File: src/rtl/tap_trainer_pkg.sv
package tap_trainer_pkg;

  // Strobes issued by the sequencer to the datapath, at most a few per cycle.
  typedef struct packed {
    logic sweepReset;  // start of a run: tap 0 everywhere, clear trackers
    logic compare;     // dwell cycle: compare captured against expected
    logic evaluate;    // end of dwell: fold pass result into run tracking
    logic stepTap;     // move sweep to next tap
    logic commit;      // program centre taps and fail flags
  } trainStrobe_t;

  typedef enum logic [2:0] {
    ST_IDLE,
    ST_SETTLE,
    ST_DWELL,
    ST_NEXT,
    ST_FINAL,
    ST_DONE
  } trainState_t;

endpackage

File: src/rtl/tap_train_ctrl.sv
module tap_train_ctrl
  import tap_trainer_pkg::*;
#(
  parameter int SETTLE_CYCLES = 16,
  parameter int DWELL_CYCLES  = 256
) (
  input  logic         clk,
  input  logic         rst_n,
  input  logic         start,
  input  logic         lastTap,
  output trainStrobe_t strobe,
  output logic         done
);

  localparam int MAX_WAIT = (SETTLE_CYCLES > DWELL_CYCLES) ? SETTLE_CYCLES : DWELL_CYCLES;
  localparam int CNT_W    = $clog2(MAX_WAIT + 1);
  localparam logic [CNT_W-1:0] SETTLE_LAST = CNT_W'(SETTLE_CYCLES - 1);
  localparam logic [CNT_W-1:0] DWELL_LAST  = CNT_W'(DWELL_CYCLES - 1);

  trainState_t state;
  logic [CNT_W-1:0] waitCnt;

  always_comb begin
    strobe = '0;
    case (state)
      ST_IDLE:  strobe.sweepReset = start;
      ST_DWELL: strobe.compare    = 1'b1;
      ST_NEXT: begin
        strobe.evaluate = 1'b1;
        strobe.stepTap  = !lastTap;
      end
      ST_FINAL: strobe.commit = 1'b1;
      default: ;
    endcase
  end

  always_ff @(posedge clk) begin
    if (!rst_n) begin
      state   <= ST_IDLE;
      waitCnt <= '0;
      done    <= 1'b0;
    end else begin
      done <= (state == ST_DONE);
      case (state)
        ST_IDLE: begin
          waitCnt <= '0;
          if (start) state <= ST_SETTLE;
        end
        ST_SETTLE: begin
          if (waitCnt == SETTLE_LAST) begin
            waitCnt <= '0;
            state   <= ST_DWELL;
          end else begin
            waitCnt <= waitCnt + 1'b1;
          end
        end
        ST_DWELL: begin
          if (waitCnt == DWELL_LAST) begin
            waitCnt <= '0;
            state   <= ST_NEXT;
          end else begin
            waitCnt <= waitCnt + 1'b1;
          end
        end
        ST_NEXT:  state <= lastTap ? ST_FINAL : ST_SETTLE;
        ST_FINAL: state <= ST_DONE;
        ST_DONE:  state <= ST_IDLE;
        default:  state <= ST_IDLE;
      endcase
    end
  end

endmodule

File: src/rtl/tap_lane_tracker.sv
module tap_lane_tracker
  import tap_trainer_pkg::*;
#(
  parameter int TAP_W = 5
) (
  input  logic             clk,
  input  logic             rst_n,
  input  trainStrobe_t     strobe,
  input  logic [TAP_W-1:0] sweepTap,
  input  logic             capRise,
  input  logic             capFall,
  input  logic             expRise,
  input  logic             expFall,
  output logic [TAP_W-1:0] tap,
  output logic             fail
);

  localparam int LEN_W = TAP_W + 1;

  logic             passFlag;
  logic [TAP_W-1:0] curStart, bestStart;
  logic [LEN_W-1:0] curLen, bestLen;
  logic [LEN_W-1:0] grownLen;
  logic [TAP_W-1:0] grownStart;
  logic [LEN_W-1:0] halfSpan;
  logic             mismatch;

  assign mismatch   = (capRise ^ expRise) | (capFall ^ expFall);
  assign grownLen   = curLen + 1'b1;
  assign grownStart = (curLen == '0) ? sweepTap : curStart;
  assign halfSpan   = (bestLen - 1'b1) >> 1;

  always_ff @(posedge clk) begin
    if (!rst_n) begin
      passFlag  <= 1'b1;
      curStart  <= '0;
      curLen    <= '0;
      bestStart <= '0;
      bestLen   <= '0;
      tap       <= '0;
      fail      <= 1'b0;
    end else begin
      if (strobe.sweepReset || strobe.stepTap) passFlag <= 1'b1;
      else if (strobe.compare && mismatch)     passFlag <= 1'b0;

      if (strobe.sweepReset) begin
        curStart  <= '0;
        curLen    <= '0;
        bestStart <= '0;
        bestLen   <= '0;
        tap       <= '0;
        fail      <= 1'b0;
      end else begin
        if (strobe.evaluate) begin
          if (passFlag) begin
            curLen   <= grownLen;
            curStart <= grownStart;
            if (grownLen > bestLen) begin
              bestLen   <= grownLen;
              bestStart <= grownStart;
            end
          end else begin
            curLen <= '0;
          end
        end
        if (strobe.stepTap) tap <= sweepTap + 1'b1;
        if (strobe.commit) begin
          fail <= (bestLen == '0);
          tap  <= (bestLen == '0) ? '0 : bestStart + halfSpan[TAP_W-1:0];
        end
      end
    end
  end

endmodule

File: src/rtl/tap_train_datapath.sv
module tap_train_datapath
  import tap_trainer_pkg::*;
#(
  parameter int NUM_LANES = 24,
  parameter int TAP_W     = 5
) (
  input  logic                       clk,
  input  logic                       rst_n,
  input  trainStrobe_t               strobe,
  input  logic [NUM_LANES-1:0]       capRise,
  input  logic [NUM_LANES-1:0]       capFall,
  input  logic [NUM_LANES-1:0]       expRise,
  input  logic [NUM_LANES-1:0]       expFall,
  output logic                       lastTap,
  output logic [NUM_LANES*TAP_W-1:0] tapValue,
  output logic                       tapLoad,
  output logic [NUM_LANES-1:0]       fail
);

  logic [TAP_W-1:0] sweepTap;

  assign lastTap = (sweepTap == '1);

  always_ff @(posedge clk) begin
    if (!rst_n) begin
      sweepTap <= '0;
      tapLoad  <= 1'b0;
    end else begin
      tapLoad <= strobe.sweepReset | strobe.stepTap | strobe.commit;
      if (strobe.sweepReset)   sweepTap <= '0;
      else if (strobe.stepTap) sweepTap <= sweepTap + 1'b1;
    end
  end

  for (genvar lane = 0; lane < NUM_LANES; lane++) begin : g_lane
    tap_lane_tracker #(.TAP_W(TAP_W)) u_track (
      .clk      (clk),
      .rst_n    (rst_n),
      .strobe   (strobe),
      .sweepTap (sweepTap),
      .capRise  (capRise[lane]),
      .capFall  (capFall[lane]),
      .expRise  (expRise[lane]),
      .expFall  (expFall[lane]),
      .tap      (tapValue[lane*TAP_W +: TAP_W]),
      .fail     (fail[lane])
    );
  end

endmodule

File: src/rtl/ddr_tap_trainer.sv
module ddr_tap_trainer
  import tap_trainer_pkg::*;
#(
  parameter int NUM_LANES     = 24,
  parameter int TAP_W         = 5,
  parameter int SETTLE_CYCLES = 16,
  parameter int DWELL_CYCLES  = 256
) (
  input  logic                       clk,
  input  logic                       rst_n,
  input  logic                       start,
  input  logic [NUM_LANES-1:0]       capRise,
  input  logic [NUM_LANES-1:0]       capFall,
  input  logic [NUM_LANES-1:0]       expRise,
  input  logic [NUM_LANES-1:0]       expFall,
  output logic [NUM_LANES*TAP_W-1:0] tapValue,
  output logic                       tapLoad,
  output logic                       done,
  output logic [NUM_LANES-1:0]       fail
);

  trainStrobe_t strobe;
  logic         lastTap;

  tap_train_ctrl #(
    .SETTLE_CYCLES (SETTLE_CYCLES),
    .DWELL_CYCLES  (DWELL_CYCLES)
  ) u_ctrl (
    .clk     (clk),
    .rst_n   (rst_n),
    .start   (start),
    .lastTap (lastTap),
    .strobe  (strobe),
    .done    (done)
  );

  tap_train_datapath #(
    .NUM_LANES (NUM_LANES),
    .TAP_W     (TAP_W)
  ) u_dp (
    .clk      (clk),
    .rst_n    (rst_n),
    .strobe   (strobe),
    .capRise  (capRise),
    .capFall  (capFall),
    .expRise  (expRise),
    .expFall  (expFall),
    .lastTap  (lastTap),
    .tapValue (tapValue),
    .tapLoad  (tapLoad),
    .fail     (fail)
  );

endmodule

File: config.mk
export PLATFORM = sky130hd
export DESIGN_NAME = ddr_tap_trainer
export DESIGN_NICKNAME = d
export VERILOG_FILES = /design/src/rtl/tap_trainer_pkg.sv /design/src/rtl/tap_train_ctrl.sv /design/src/rtl/tap_lane_tracker.sv /design/src/rtl/tap_train_datapath.sv /design/src/rtl/ddr_tap_trainer.sv
export SDC_FILE = /design/constraint.sdc
export NUM_CORES = 2
export LEC_CHECK = 0
export CELL_PAD_IN_SITES_DETAIL_PLACEMENT = 1
export CELL_PAD_IN_SITES_GLOBAL_PLACEMENT = 1
export CORE_UTILIZATION = 52
export CTS_BUF_LIST = sky130_fd_sc_hd__clkbuf_4 sky130_fd_sc_hd__clkbuf_8
export DETAILED_ROUTE_END_ITERATION = 8
export MAX_ROUTING_LAYER = met4
export PLACE_DENSITY = 0.9
export SLEW_MARGIN = 5
export SYNTH_ARGS = -nofsm -noshare
export SYNTH_HDL_FRONTEND = slang
export SYNTH_HIERARCHICAL = 1
export SYNTH_SLANG_ARGS = --single-unit
File: constraint.sdc
create_clock -name clk -period 20.3 [get_ports clk]
set_input_delay 4.06 -clock clk [delete_from_list [all_inputs] [get_ports clk]]
set_output_delay 4.06 -clock clk [all_outputs]
set_load 0.05 [all_outputs]
==> metrics.txt <==
status=complete, no violations; Seq pwr share=46.7%; die area=0.0891 mm2; Tcrit/Tclk final=~30%; Worst R2R Path Depth=9; CTS Root Buffer Type=clkbuf_8; num ports=245; relative slew slack=between 20% and 30%; Worst Setup EP=tapValue[103]; Post-Route WL=138000 um; detailed placement HPWL=about 90000 um; Reg clk slew, reported paths=around 50 ps; Worst Path Arrival=between 2000 and 2500 ps; cts repair resizes=0; cells after synthesis=between 5000 and 6000; Fill cells=10100; Fin Setup TNS=0 ps; critical path depth=1; H-tree depth=4; Final ANT Viol Nets=0; Storage cell area=0.0143 mm2; area of the multi-input gates=between 0.02 and 0.03 mm2; Synth Flop Type=dfxtp_1; via count=41300; max incr delay on CP=approximately 850 ps; Max VDD drop=61.7 uV; grt ovf=0; Top Family by Delay on Critical Path=buffers and inverters; CTS Hold Buffers Added=0; post-CTS setup buffer count=0; DRT Pass-1 Iters=5; Hold Path Class=register to register; FP Rows=108; worst slew pin tran=1110 ps; # nets final=6011; Setup violations, final=0; Total GRT Usage=31.3%; FMAX=between 150 and 200 MHz; Final Wtd Congestion=0.863; Pwr per Cell Area=58.4 mW/mm2; switching pwr=728 uW; total CTS buffers=134; final slew viol count=0; synth warn=6; drt via density=6.11; Hold Vio Cnt, Final=0; share of cells above drive strength 1=7.57%; r2r startpoint=u_dp/sweepTap[1]$_SDFFE_PP0P_; Die X=about 300 um; Sink Count=715; register area share after synthesis=31.3%; Routed wire per std cell=around 20 um; CP Launch Type=register; reg2reg setup slack=about 16000 ps; CTS tree=yes; RSZ-0062 raised after global routing=false; post-route DRC violation count=0; ys async rst share=0%; Initial Util=a little over half; Tmin final=6180 ps; area grow syn2layout=12.6%; clock share of power=50.5%; Crit Path Class=register to output port; synthesized area per cell=8.61 um2; synthesized cell area=0.0457 mm2; P_leak=about 20 nW; Synth Register Bits=715; Max Cap Viol=0; Die H=299 um; number of synthesized flops with an enable pin=0; Cell Int Power=2.28 mW; vias in the first global route=about 44000; final instance area=just over 0.05 mm2; combinational share of power=2.8%; worst setup path startpoint=u_dp/g_lane[20].u_track/tap[3]$_SDFFE_PP0P_; largest net degree at the start of global routing=137; Crit path required time=~16000 ps; RR Endpoint=u_dp/g_lane[17].u_track/tap[2]$_SDFFE_PP0P_; # port buffers=244; Post-Syn Nets=5823; CTS max path bufs=3; Clk Latency, worst-skew pair=840 ps; initial antenna violation count=3; Hold Path Origin=u_dp/g_lane[0].u_track/bestStart[0]$_SDFFE_PP0P_; clock skew=38.2 ps; count of cell types in the netlist=55; Placed Instance Area=0.0486 mm2; global-route wire length before repair=226000 um; Floorplan Core Area=slightly below 0.09 mm2; Initial DRC Count=about 2300; Sw Share=24.2%; CP max stage cell=clkdlybuf4s50_1; CP endpoint kind=output port; Worst Path Buf+Inv=1; critical path, cell by cell=clkdlybuf4s50_1; critical path peak fanout=2
## final cells by class
class                   count  area share (%)
diodes                      2         0.00972
repair buffers            270            5.16
clock inverters            38           0.683
inverters                 389            2.84
well taps                1155            2.81
clock buffers             199            4.86
flip-flops and latches    715            27.8
multi-input cells        3989            55.8
## layout by cell type (no fill, tap or decap), types with 99 or more instances in the layout
cell,netlist,routed
nor3_1,245,244
clkbuf_8,0,161
dfxtp_1,715,710
a31oi_1,120,120
a21oi_1,364,364
nor2_1,401,399
mux2i_1,291,291
o21a_1,120,120
nand2_1,244,244
nand3_1,148,148
o21ai_0,241,241
ha_1,389,389
xnor2_1,127,127
xor2_1,193,193
nor2b_1,99,99
inv_1,389,389
clkdlybuf4s50_1,0,243
nor3b_1,122,121
## routing by layer
layer	track usage (%)	part of all wire, %	routed length, um
met5	-	0	0
met4	10.7	2.7	3720
met3	4.33	4.2	5830
met2	54.1	50	69000
met1	37.0	43	59700
## state kept, by name, summed over array words and instances, names as in the netlist, 3 cells and up
name	flops
u_dp/g_lane.u_track/bestLen	144
u_dp/g_lane.u_track/curLen	144
u_dp/g_lane.u_track/bestStart	120
u_dp/g_lane.u_track/curStart	120
u_dp/g_lane.u_track/tap	120
u_dp/g_lane.u_track/fail	24
u_dp/g_lane.u_track/passFlag	24
u_ctrl/waitCnt	9
u_dp/sweepTap	5
u_ctrl/state	3
## cells in the mapped netlist (24+ instances only)
master / instances / area [um2]
or4b_4: 24 / 330
nor3_4: 24 / 390
nand2b_1: 97 / 607
nor2b_1: 99 / 619
xor2_1: 193 / 1690
or2_2: 24 / 150
a21oi_1: 364 / 1820
fa_1: 24 / 480
a311oi_1: 96 / 841
a211o_1: 24 / 210
and2_1: 24 / 150
buf_1: 36 / 135
buf_6: 48 / 541
o21a_1: 120 / 901
and4_1: 72 / 631
ha_1: 389 / 4870
mux2i_1: 291 / 2910
and2b_1: 24 / 180
o21ai_1: 24 / 120
clkbuf_1: 85 / 319
a31o_2: 48 / 420
and3_1: 73 / 457
a31oi_1: 120 / 751
nor3_1: 245 / 1230
nor3b_1: 122 / 916
o2111ai_1: 48 / 420
nand3_1: 148 / 741
nand2_1: 244 / 916
dfxtp_1: 715 / 14300
o2bb2ai_1: 24 / 210
a211oi_1: 97 / 728
inv_1: 389 / 1460
a21o_1: 72 / 541
mux2_2: 24 / 270
nor2_1: 401 / 1510
xnor2_1: 127 / 1110
o21ai_0: 241 / 1210
buf_2: 49 / 245
a2bb2oi_1: 24 / 210
## cells by family after synthesis
logic type / Yosys count / synth area share (%)
xor+xnor: 320 / 6.13
simple gates: 1631 / 19.5
compound gates: 1310 / 18.5
flops: 715 / 31.3
buf+inv: 607 / 5.91
fa+ha+maj: 413 / 11.7
mux: 315 / 6.96
## per-stage QoR
step           hold slack, ps  total power [mW]  instances  worst slack [ps]  util [%]
4_1_cts                   474              3.03       6755             14050      59.3
2_1_floorplan             442              1.48       5311             12550         -
6_report                  470              3.01       6757             14120      59.3
3_5_place_dp              462              1.52       6518             13480      56.0
5_1_grt                   481              3.10       6756             14070      59.3
3_3_place_gp              451              1.52       6518             13560      56.0
## worst min path at each step
stage,to,slack (ps),cells past startpoint
after CTS,u_dp/g_lane[0].u_track/bestStart[0]$_SDFFE_PP0P_,470,2
after global routing,u_dp/g_lane[0].u_track/bestStart[0]$_SDFFE_PP0P_,480,2
after floorplan,u_dp/g_lane[3].u_track/bestStart[3]$_SDFFE_PP0P_,440,2
final,u_dp/g_lane[0].u_track/bestStart[0]$_SDFFE_PP0P_,470,2
after detailed placement,u_dp/g_lane[3].u_track/bestStart[0]$_SDFFE_PP0P_,460,2
after global placement,u_dp/g_lane[0].u_track/bestStart[0]$_SDFFE_PP0P_,450,2
## power groups by stage
stage / sequential [mW] / clock (mW) / combinational, mW
2_1_floorplan: 1.44 / 0 / 0.0449
3_3_place_gp: 1.43 / 0 / 0.0806
3_5_place_dp: 1.43 / 0 / 0.0825
4_1_cts: 1.40 / 1.55 / 0.0837
5_1_grt: 1.40 / 1.61 / 0.0905
6_report: 1.40 / 1.52 / 0.0839
## tightest hold or removal path, delay by kind of cell (launching register included)
family / cells / cell delay (ps)
flip-flops: 1 / 310
multiplexers: 1 / 60
AND/OR/NAND/NOR: 1 / 50
No activity file was read; power rests on OpenSTA's default activity.
